## config.mk

```make
export PLATFORM = sky130hd
export DESIGN_NAME = tx_word_serializer
export DESIGN_NICKNAME = d
export VERILOG_FILES = /design/src/rtl/tx_ser_pkg.sv /design/src/rtl/tx_ser_ctrl.sv /design/src/rtl/tx_ser_dp.sv /design/src/rtl/tx_word_serializer.sv
export SDC_FILE = /design/constraint.sdc
export NUM_CORES = 1
export LEC_CHECK = 0
export ABC_AREA = 1
export BUFFER_PORTS_ARGS = -buffer_cell sky130_fd_sc_hd__buf_2
export CAP_MARGIN = 20
export CORE_AREA = 2 2 65 79
export CTS_CLUSTER_SIZE = 40
export DETAILED_ROUTE_END_ITERATION = 8
export DIE_AREA = 0 0 67 81
export PLACE_DENSITY = 0.56
export SLEW_MARGIN = 20
export SYNTH_ARGS = -nofsm -noshare
export SYNTH_HDL_FRONTEND = slang
export SYNTH_HIERARCHICAL = 1
export SYNTH_SLANG_ARGS = --single-unit
```

## constraint.sdc

```tcl
create_clock -name clk -period 1.3 [get_ports clk]
set_input_delay 0.13 -clock clk [delete_from_list [all_inputs] [get_ports clk]]
set_output_delay 0.13 -clock clk [all_outputs]
set_load 0.05 [all_outputs]
```

## src/rtl/tx_ser_pkg.sv

```systemverilog
package tx_ser_pkg;
  // Strobes passed from the phase control to the datapath
  typedef struct packed {
    logic riseCap;    // word-clock rising edge: full word or low half
    logic fallCap;    // word-clock falling edge: high half
    logic loadShift;  // last bit leaving: load next word
  } ser_ctrl_t;
endpackage

```

## src/rtl/tx_ser_ctrl.sv

```systemverilog
module tx_ser_ctrl
  import tx_ser_pkg::*;
#(
  parameter int WORD_W = 10
) (
  input  logic      clk,
  input  logic      rst,
  output ser_ctrl_t ctrl,
  output logic      refClk,
  output logic      wordRise,
  output logic      wordFall
);
  localparam int PH_W = $clog2(WORD_W);
  localparam int HALF = WORD_W / 2;
  localparam logic [PH_W-1:0] PH_LAST = PH_W'(WORD_W - 1);
  localparam logic [PH_W-1:0] PH_HALF = PH_W'(HALF);

  logic [PH_W-1:0] phase;

  always_ff @(posedge clk) begin
    if (rst)                 phase <= '0;
    else if (phase == PH_LAST) phase <= '0;
    else                     phase <= phase + 1'b1;
  end

  always_comb begin
    ctrl.riseCap   = (phase == '0);
    ctrl.fallCap   = (phase == PH_HALF);
    ctrl.loadShift = (phase == PH_LAST);
    refClk         = (phase < PH_HALF);
    wordRise       = ctrl.riseCap;
    wordFall       = ctrl.fallCap;
  end
endmodule

```

## src/rtl/tx_ser_dp.sv

```systemverilog
module tx_ser_dp
  import tx_ser_pkg::*;
#(
  parameter int WORD_W = 10
) (
  input  logic              clk,
  input  logic              rst,
  input  logic              modeSel,
  input  logic [WORD_W-1:0] txData,
  input  ser_ctrl_t         ctrl,
  output logic              serOut,
  output logic [WORD_W-1:0] shiftWord
);
  localparam int HALF = WORD_W / 2;

  logic [WORD_W-1:0] capWord;   // full-width capture
  logic [HALF-1:0]   loHalf;    // half-width: rising-edge half
  logic [WORD_W-1:0] asmWord;   // half-width: assembled word
  logic [WORD_W-1:0] holdWord;  // half-width: extra word stage
  logic [WORD_W-1:0] nextWord;

  always_ff @(posedge clk) begin
    if (rst) begin
      capWord <= '0;
      loHalf  <= '0;
    end else if (ctrl.riseCap) begin
      capWord <= txData;
      loHalf  <= txData[HALF-1:0];
    end
  end

  always_ff @(posedge clk) begin
    if (rst)               asmWord <= '0;
    else if (ctrl.fallCap) asmWord <= {txData[WORD_W-HALF-1:0], loHalf};
  end

  always_ff @(posedge clk) begin
    if (rst)                 holdWord <= '0;
    else if (ctrl.loadShift) holdWord <= asmWord;
  end

  always_comb nextWord = modeSel ? holdWord : capWord;

  always_ff @(posedge clk) begin
    if (rst)                 shiftWord <= '0;
    else if (ctrl.loadShift) shiftWord <= nextWord;
    else                     shiftWord <= shiftWord >> 1;
  end

  always_comb serOut = shiftWord[0];
endmodule

```

## src/rtl/tx_word_serializer.sv

```systemverilog
module tx_word_serializer
  import tx_ser_pkg::*;
#(
  parameter int WORD_W = 10
) (
  input  logic              clk,
  input  logic              rst,
  input  logic              modeSel,
  input  logic [WORD_W-1:0] txData,
  output logic              refClk,
  output logic              wordRise,
  output logic              wordFall,
  output logic              serOut
);
  ser_ctrl_t         ctrl;
  logic [WORD_W-1:0] shiftWord;

  tx_ser_ctrl #(.WORD_W(WORD_W)) u_ctrl (
    .clk      (clk),
    .rst      (rst),
    .ctrl     (ctrl),
    .refClk   (refClk),
    .wordRise (wordRise),
    .wordFall (wordFall)
  );

  tx_ser_dp #(.WORD_W(WORD_W)) u_dp (
    .clk       (clk),
    .rst       (rst),
    .modeSel   (modeSel),
    .txData    (txData),
    .ctrl      (ctrl),
    .serOut    (serOut),
    .shiftWord (shiftWord)
  );
endmodule

```

==> impl_table.tex, run 1 <==
\begin{tabular}{lr}
\hline
Metric & Value \\
\hline
\multicolumn{2}{l}{\textbf{STA}} \\
Total count of max-transition violations in the final report & 0 \\
Min Clock Period, post-route & 1.33 ns \\
Least setup slack across all paths after layout & -0.0316 ns \\
Setup Skew & 0.00411 ns \\
Fraction of the cycle the final worst path needs & 102\% \\
Final count of negative-setup-slack endpoints & 3 \\
Slew of the pin with the lowest slew margin & 0.300 ns \\
Setup repair after global routing missed its margin & true \\
Fmax & 751 MHz \\
Max-slew headroom at the worst pin & 80.0\% \\
Final hold violations & 0 \\
\multicolumn{2}{l}{\textbf{Clock network}} \\
Clock network latency to the later pin of the worst-skew pair & 0.29 ns \\
Total clock buffers created by CTS & 5 \\
Clock-pin transition on the worst setup and hold timing paths & 0.08 ns \\
H-tree level count & 2 \\
Count of clock tree sinks & 44 \\
Clock tree from TritonCTS & built \\
Cell at the root of the clock tree & clkbuf\_8 \\
Max Buffers Root-to-Sink & 2 \\
\multicolumn{2}{l}{\textbf{Min path}} \\
Min-Delay Path Class & in2reg \\
Beginning of the worst hold path & txData[8] \\
\multicolumn{2}{l}{\textbf{Routing}} \\
1st-pass router iterations & 4 \\
Drt wl/cell & 11.4 um \\
DRC errors left & 0 \\
Iteration-0 DRC Markers & 35 \\
DR vias & 1504 \\
Routed via count divided by cell count & 4.56 \\
Overall routed net length & 3750 um \\
Antenna Nets Post-Route & 0 \\
\multicolumn{2}{l}{\textbf{Synth}} \\
Synthesized netlist net count & 261 \\
Mapped Cells & 245 \\
Mean post-synth cell area & 7.36 um2 \\
Synthesis Warnings & 6 \\
Post-synth design cell area & 1800 um2 \\
\multicolumn{2}{l}{\textbf{Finish}} \\
ANT cells & 0 \\
Most frequent cells in the layout & nor2\_1 (78), dfxtp\_1 (41), nand2\_1 (32) \\
Fraction of layout cells with a size suffix above 1 & 25.6\% \\
Most common cell after layout, fill and taps aside & nor2\_1 \\
Final layout net count & 285 \\
Design Area, Final & 2200 um2 \\
Area grow syn2layout & 21.7\% \\
\multicolumn{2}{l}{\textbf{Worst setup path}} \\
Crit path launch type & flip-flop \\
Type of element capturing the critical path & output port \\
Endpoint required time on the critical path & 1.17 ns \\
Worst Path Class, Setup & reg2out \\
Worst Path Max Fanout & 3 \\
Start point of the critical path & u\_ctrl/phase[0]\$\_SDFF\_PP0\_ \\
Worst r2r src & u\_ctrl/phase[0]\$\_SDFF\_PP0\_ \\
Data arrival time of the critical path & 1.20 ns \\
Worst reg-to-reg setup slack & 0.01 ns \\
\multicolumn{2}{l}{\textbf{Global routing}} \\
Overflow left after global routing & 0 \\
Vias in the first global route & 1393 \\
First-pass GRT wire length & 6560 um \\
Maximum number of pins on one net before global-route repair & 32 \\
Number of antenna violations at the first check in global routing & 0 \\
GRT Resource Usage Total & 16.0\% \\
\multicolumn{2}{l}{\textbf{Placed design}} \\
Cell area reported after detailed placement & 1970 um2 \\
Port Buf Inserts & 16 \\
Detailed placer's ending HPWL & 2530 um \\
Worst slack after detailed placement & -0.0174 ns \\
Gp weighted congestion & 0.789 \\
\multicolumn{2}{l}{\textbf{Power}} \\
Cell leakage power & 1.02 nW \\
Power density cells & 1200 nW/um2 \\
Worst IR Drop VDD & 0.000720 V \\
\multicolumn{2}{l}{\textbf{Floorplan}} \\
Count of boundary I/O pins & 17 \\
Die ar. & 5430 um2 \\
Vertical die dimension & 81 um \\
Width of the chip & 67 um \\
Number of core rows & 28 \\
Placeable Area & 4760 um2 \\
Initial cell density of the core & 37.9\% \\
\multicolumn{2}{l}{\textbf{Job}} \\
Max\_cap viols & 0 \\
\multicolumn{2}{l}{\textbf{Outcome}} \\
Violated checks & setup timing \\
Result of the run & complete, but fails checks \\
\hline
\end{tabular}
-- through the flow --
| step | total power, W | cells | hold slack, ns | TNS [ns] | util, % |
|---|---|---|---|---|---|
| final | 0.00264 | 330 | 0.0522 | -0.0690 | 46.1 |
| after global routing | 0.00279 | 330 | 0.0596 | -0.821 | 46.1 |
| after CTS | 0.00265 | 329 | 0.0457 | -0.237 | 44.4 |
| after detailed placement | 0.00175 | 319 | 0.358 | -0.0321 | 41.4 |
| after global placement | 0.00175 | 319 | 0.352 | -0.00998 | 41.4 |
| after floorplan | 0.00169 | 245 | 0.265 | -4.04 | - |
-- per-layer routing --
metal	track usage [%]	routed length [um]	up-vias
met1	20.9	1750	682
met2	25.3	1850	13
met4	6.12	63	0
li1	-	-	804
met5	0	0	-
met3	4.02	83	5
-- critical path, stage by stage (launching register included) --
cell and delay (ns):
dfxtp_4 0.37, inv_4 0.06, ha_4 0.12, inv_2 0.05
nor3_4 0.13, buf_6 0.18
-- power breakdown --
| part | internal (W) | switching [W] |
|---|---|---|
| sequential | 0.00140 | 0.0000474 |
| clock | 0.000434 | 0.000436 |
| combinational | 0.000130 | 0.000193 |
| total | 0.00197 | 0.000676 |
-- cell type report --
cell class              instances  area (um2)
fillers                       519        2570
flip-flops and latches         44         887
multi-input cells             166         806
repair buffers                 30         235
inverters                      22         103
clock buffers                   8        90.1
well taps                      60        75.1
-- worst paths after layout --
path | endpoint | cells after the start
max | wordRise | 5
min | u_dp/capWord[8]$_SDFFE_PP0P_ | 3
max reg2reg | u_dp/capWord[4]$_SDFFE_PP0P_ | 8
min reg2reg | u_dp/shiftWord[9]$_SDFF_PP0_ | 2
-- sequential cells by signal, summed over array words and instances, names as in the netlist --
register        flops
u_dp/capWord       10
u_dp/asmWord       10
u_dp/holdWord      10
u_ctrl/phase        4
u_dp/shiftWord     10
-- repair_timing --
action,CTS,global route
hold buffers,0,0
endpoints found under the setup margin,21,37
buffers inserted,2,0
endpoints found under the hold margin,0,0
gates cloned,0,1
resized for setup,11,24
pin swaps,3,1
(Power assumes the default switching activity.)
==> inputs of run 2 (changes only) <==
--- a/config.mk
+++ b/config.mk
@@ -8,11 +8,13 @@
 export ABC_AREA = 1
 export BUFFER_PORTS_ARGS = -buffer_cell sky130_fd_sc_hd__buf_2
 export CAP_MARGIN = 20
-export CORE_AREA = 2 2 65 79
+export CELL_PAD_IN_SITES_DETAIL_PLACEMENT = 2
+export CELL_PAD_IN_SITES_GLOBAL_PLACEMENT = 2
+export CORE_AREA = 2 2 74 91
 export CTS_CLUSTER_SIZE = 40
 export DETAILED_ROUTE_END_ITERATION = 8
-export DIE_AREA = 0 0 67 81
-export PLACE_DENSITY = 0.56
+export DIE_AREA = 0 0 76 93
+export PLACE_DENSITY = 0.7
 export SLEW_MARGIN = 20
 export SYNTH_ARGS = -nofsm -noshare
 export SYNTH_HDL_FRONTEND = slang
==> run 2 against run 1 <==
  * The flow still finishes with violations (setup timing)
  * Non-clock buffer count fell by 3
  * Hold slack got worse by 0.0014 ns
  * Critical path depth did not move
  * First-iteration DRC count rose by 60%
  * Wire length rose by 32%
  * Clock-buffer cell count fell by 3
  * Power rose by 7.7%
  * Sequential power barely moved
  * Cell count rose by 6.7%
  * Fmax fell by 0.30%
  * Largest cell class unchanged
==> impl_table.tex, run 2 (synthesized netlist as in run 1, its figures left out) <==
\begin{tabular}{lr}
\hline
Metric & Value \\
\hline
\multicolumn{2}{l}{\textbf{Routing}} \\
Routed via count divided by cell count & 4.53 (was 4.56) \\
1st-pass router iterations & 4 (unchanged) \\
DRC errors left & 0 (unchanged) \\
Iteration-0 DRC Markers & 56 (was 35) \\
DR vias & 1593 (was 1504) \\
Overall routed net length & 4960 um (was 3750 um) \\
Antenna Nets Post-Route & 0 (unchanged) \\
Drt wl/cell & 14.1 um (was 11.4 um) \\
\multicolumn{2}{l}{\textbf{Global routing}} \\
Vias in the first global route & 1676 (was 1393) \\
Number of antenna violations at the first check in global routing & 0 (unchanged) \\
Maximum number of pins on one net before global-route repair & 32 (unchanged) \\
Overflow left after global routing & 0 (unchanged) \\
First-pass GRT wire length & 8400 um (was 6560 um) \\
GRT Resource Usage Total & 15.3\% (was 16.0\%) \\
\multicolumn{2}{l}{\textbf{Finish}} \\
Most frequent cells in the layout & nor2\_1 (71), dfxtp\_1 (40), nand2\_1 (32) (was nor2\_1 (78), dfxtp\_1 (41), nand2\_1 (32)) \\
Area grow syn2layout & 26.6\% (was 21.7\%) \\
Fraction of layout cells with a size suffix above 1 & 28.8\% (was 25.6\%) \\
Final layout net count & 282 (was 285) \\
Multi-input gate area in the final layout & 832 um2 (was 806 um2) \\
Most common cell after layout, fill and taps aside & nor2\_1 (unchanged) \\
ANT cells & 0 (unchanged) \\
Sequential cell area & 886 um2 (was 887 um2) \\
Number of fill cells & 728 (was 519) \\
\multicolumn{2}{l}{\textbf{Worst setup path}} \\
Worst Path Max Fanout & 3 (unchanged) \\
Data arrival time of the critical path & 1.21 ns (was 1.20 ns) \\
Crit path launch type & flip-flop (unchanged) \\
Type of element capturing the critical path & output port (unchanged) \\
Number of cells on the worst reg-to-reg path & 9 (was 8) \\
Endpoint required time on the critical path & 1.17 ns (about the same) \\
Worst Path Class, Setup & reg2out (unchanged) \\
\multicolumn{2}{l}{\textbf{STA}} \\
Final count of negative-setup-slack endpoints & 4 (was 3) \\
Min Clock Period, post-route & 1.34 ns (was 1.33 ns) \\
Max-slew headroom at the worst pin & 77.7\% (was 80.0\%) \\
Fmax & 749 MHz (was 751 MHz) \\
Setup repair after global routing missed its margin & true (unchanged) \\
Aggregate negative setup slack & -0.0940 ns (was -0.0690 ns) \\
Final hold violations & 0 (unchanged) \\
Slew of the pin with the lowest slew margin & 0.334 ns (was 0.300 ns) \\
Setup Skew & 0.00747 ns (was 0.00411 ns) \\
Least setup slack across all paths after layout & -0.0356 ns (was -0.0316 ns) \\
Total count of max-transition violations in the final report & 0 (unchanged) \\
Fraction of the cycle the final worst path needs & 103\% (was 102\%) \\
\multicolumn{2}{l}{\textbf{Clock network}} \\
Count of clock tree sinks & 44 (unchanged) \\
Clock network latency to the later pin of the worst-skew pair & 0.30 ns (was 0.29 ns) \\
Max Buffers Root-to-Sink & 2 (unchanged) \\
Total clock buffers created by CTS & 5 (unchanged) \\
Clock-pin transition on the worst setup and hold timing paths & 0.08 ns (about the same) \\
H-tree level count & 2 (unchanged) \\
Hold Buf Count CTS & 0 (unchanged) \\
Clock tree from TritonCTS & built (unchanged) \\
Cell at the root of the clock tree & clkbuf\_8 (unchanged) \\
\multicolumn{2}{l}{\textbf{Placed design}} \\
Detailed placer's ending HPWL & 3230 um (was 2530 um) \\
Gp weighted congestion & 0.665 (was 0.789) \\
Worst slack after detailed placement & -0.0583 ns (was -0.0174 ns) \\
Port Buf Inserts & 16 (unchanged) \\
\multicolumn{2}{l}{\textbf{Outcome}} \\
Result of the run & complete, but fails checks (unchanged) \\
Violated checks & setup timing (unchanged) \\
\multicolumn{2}{l}{\textbf{Job}} \\
Max\_cap viols & 0 (unchanged) \\
\multicolumn{2}{l}{\textbf{Floorplan}} \\
Placeable Area & 6210 um2 (was 4760 um2) \\
Initial cell density of the core & 29.1\% (was 37.9\%) \\
Die ar. & 7070 um2 (was 5430 um2) \\
Number of core rows & 32 (was 28) \\
Width of the chip & 76 um (was 67 um) \\
Count of boundary I/O pins & 17 (unchanged) \\
Vertical die dimension & 93 um (was 81 um) \\
\multicolumn{2}{l}{\textbf{Power}} \\
Cell leakage power & 1.02 nW (about the same) \\
Worst IR Drop VDD & 0.000562 V (was 0.000720 V) \\
Power density cells & 1250 nW/um2 (was 1200 nW/um2) \\
\multicolumn{2}{l}{\textbf{Min path}} \\
Min-Delay Path Class & in2reg (unchanged) \\
Depth of the worst hold-timing path & 3 (unchanged) \\
\hline
\end{tabular}
[run 2: changes by cell type in the layout (fill, tap and decap cells not counted), moves of 2 or more]
cell,delta
nor2_1,-7
nor2_2,+7
o21ai_0,-6
o21ai_1,+5
buf_4,-3
buf_8,-3
buf_12,+2
clkbuf_1,-2
dfxtp_2,+2
inv_4,-2
[run 2: power breakdown]
part / switching [W] / internal [W]
clock: 0.000502 / 0.000569
sequential: 0.0000461 / 0.00140
combinational: 0.000200 / 0.000125
[run 2: area by class of cell]
type | instances | area share [%]
tap | 85 | 4.65
multi-input combinational | 166 | 36.4
sequential | 44 | 38.8
timing repair buffer | 27 | 10.5
clock inverter | 3 | 1.86
inverter | 22 | 4.82
clock buffer | 5 | 3.01
[run 2: metal layers]
layer  track usage, %  vias to the layer above  wire (um)
met3             2.61                        6        156
li1                 -                      794          -
met5                0                        -          0
met2             26.8                       20       2460
met4             6.82                        0         91
met1             18.4                      773       2250
[run 2: repair_timing]
item | CTS | global route
resized for setup | 14 | 36
cloned | 0 | 1
setup buffers | 2 | 0
pin swaps | 4 | 0
setup endpoints to repair | 24 | 35
[run 2: path summary, 6_finish.rpt]
| kind | from | endpoint | slack [ns] |
|---|---|---|---|
| worst min-delay path | txData[5] | u_dp/capWord[5]$_SDFFE_PP0P_ | 0.05 |
| worst min register to register | u_dp/capWord[9]$_SDFFE_PP0P_ | u_dp/shiftWord[9]$_SDFF_PP0_ | 0.48 |
| worst max-delay path | u_ctrl/phase[0]$_SDFF_PP0_ | wordRise | -0.04 |
| worst max register to register | u_ctrl/phase[1]$_SDFF_PP0_ | u_dp/shiftWord[3]$_SDFF_PP0_ | -0.01 |
[run 2: through the flow]
stage | cells | hold WS, ns | power [W] | util [%] | area (um2)
after floorplan | 245 | 0.265 | 0.00169 | - | 1860
after global placement | 341 | 0.353 | 0.00175 | 32.1 | 1990
after detailed placement | 341 | 0.363 | 0.00176 | 32.1 | 1990
after CTS | 351 | 0.0383 | 0.00287 | 34.9 | 2160
after global routing | 352 | 0.0666 | 0.00298 | 36.8 | 2280
final | 352 | 0.0509 | 0.00285 | 36.8 | 2280
[run 2: worst max-delay path, cell delays in order (launching register included)]
cell	delay, ns
dfxtp_2	0.35
inv_2	0.07
ha_4	0.12
inv_2	0.05
nor3_4	0.13
buf_6	0.18
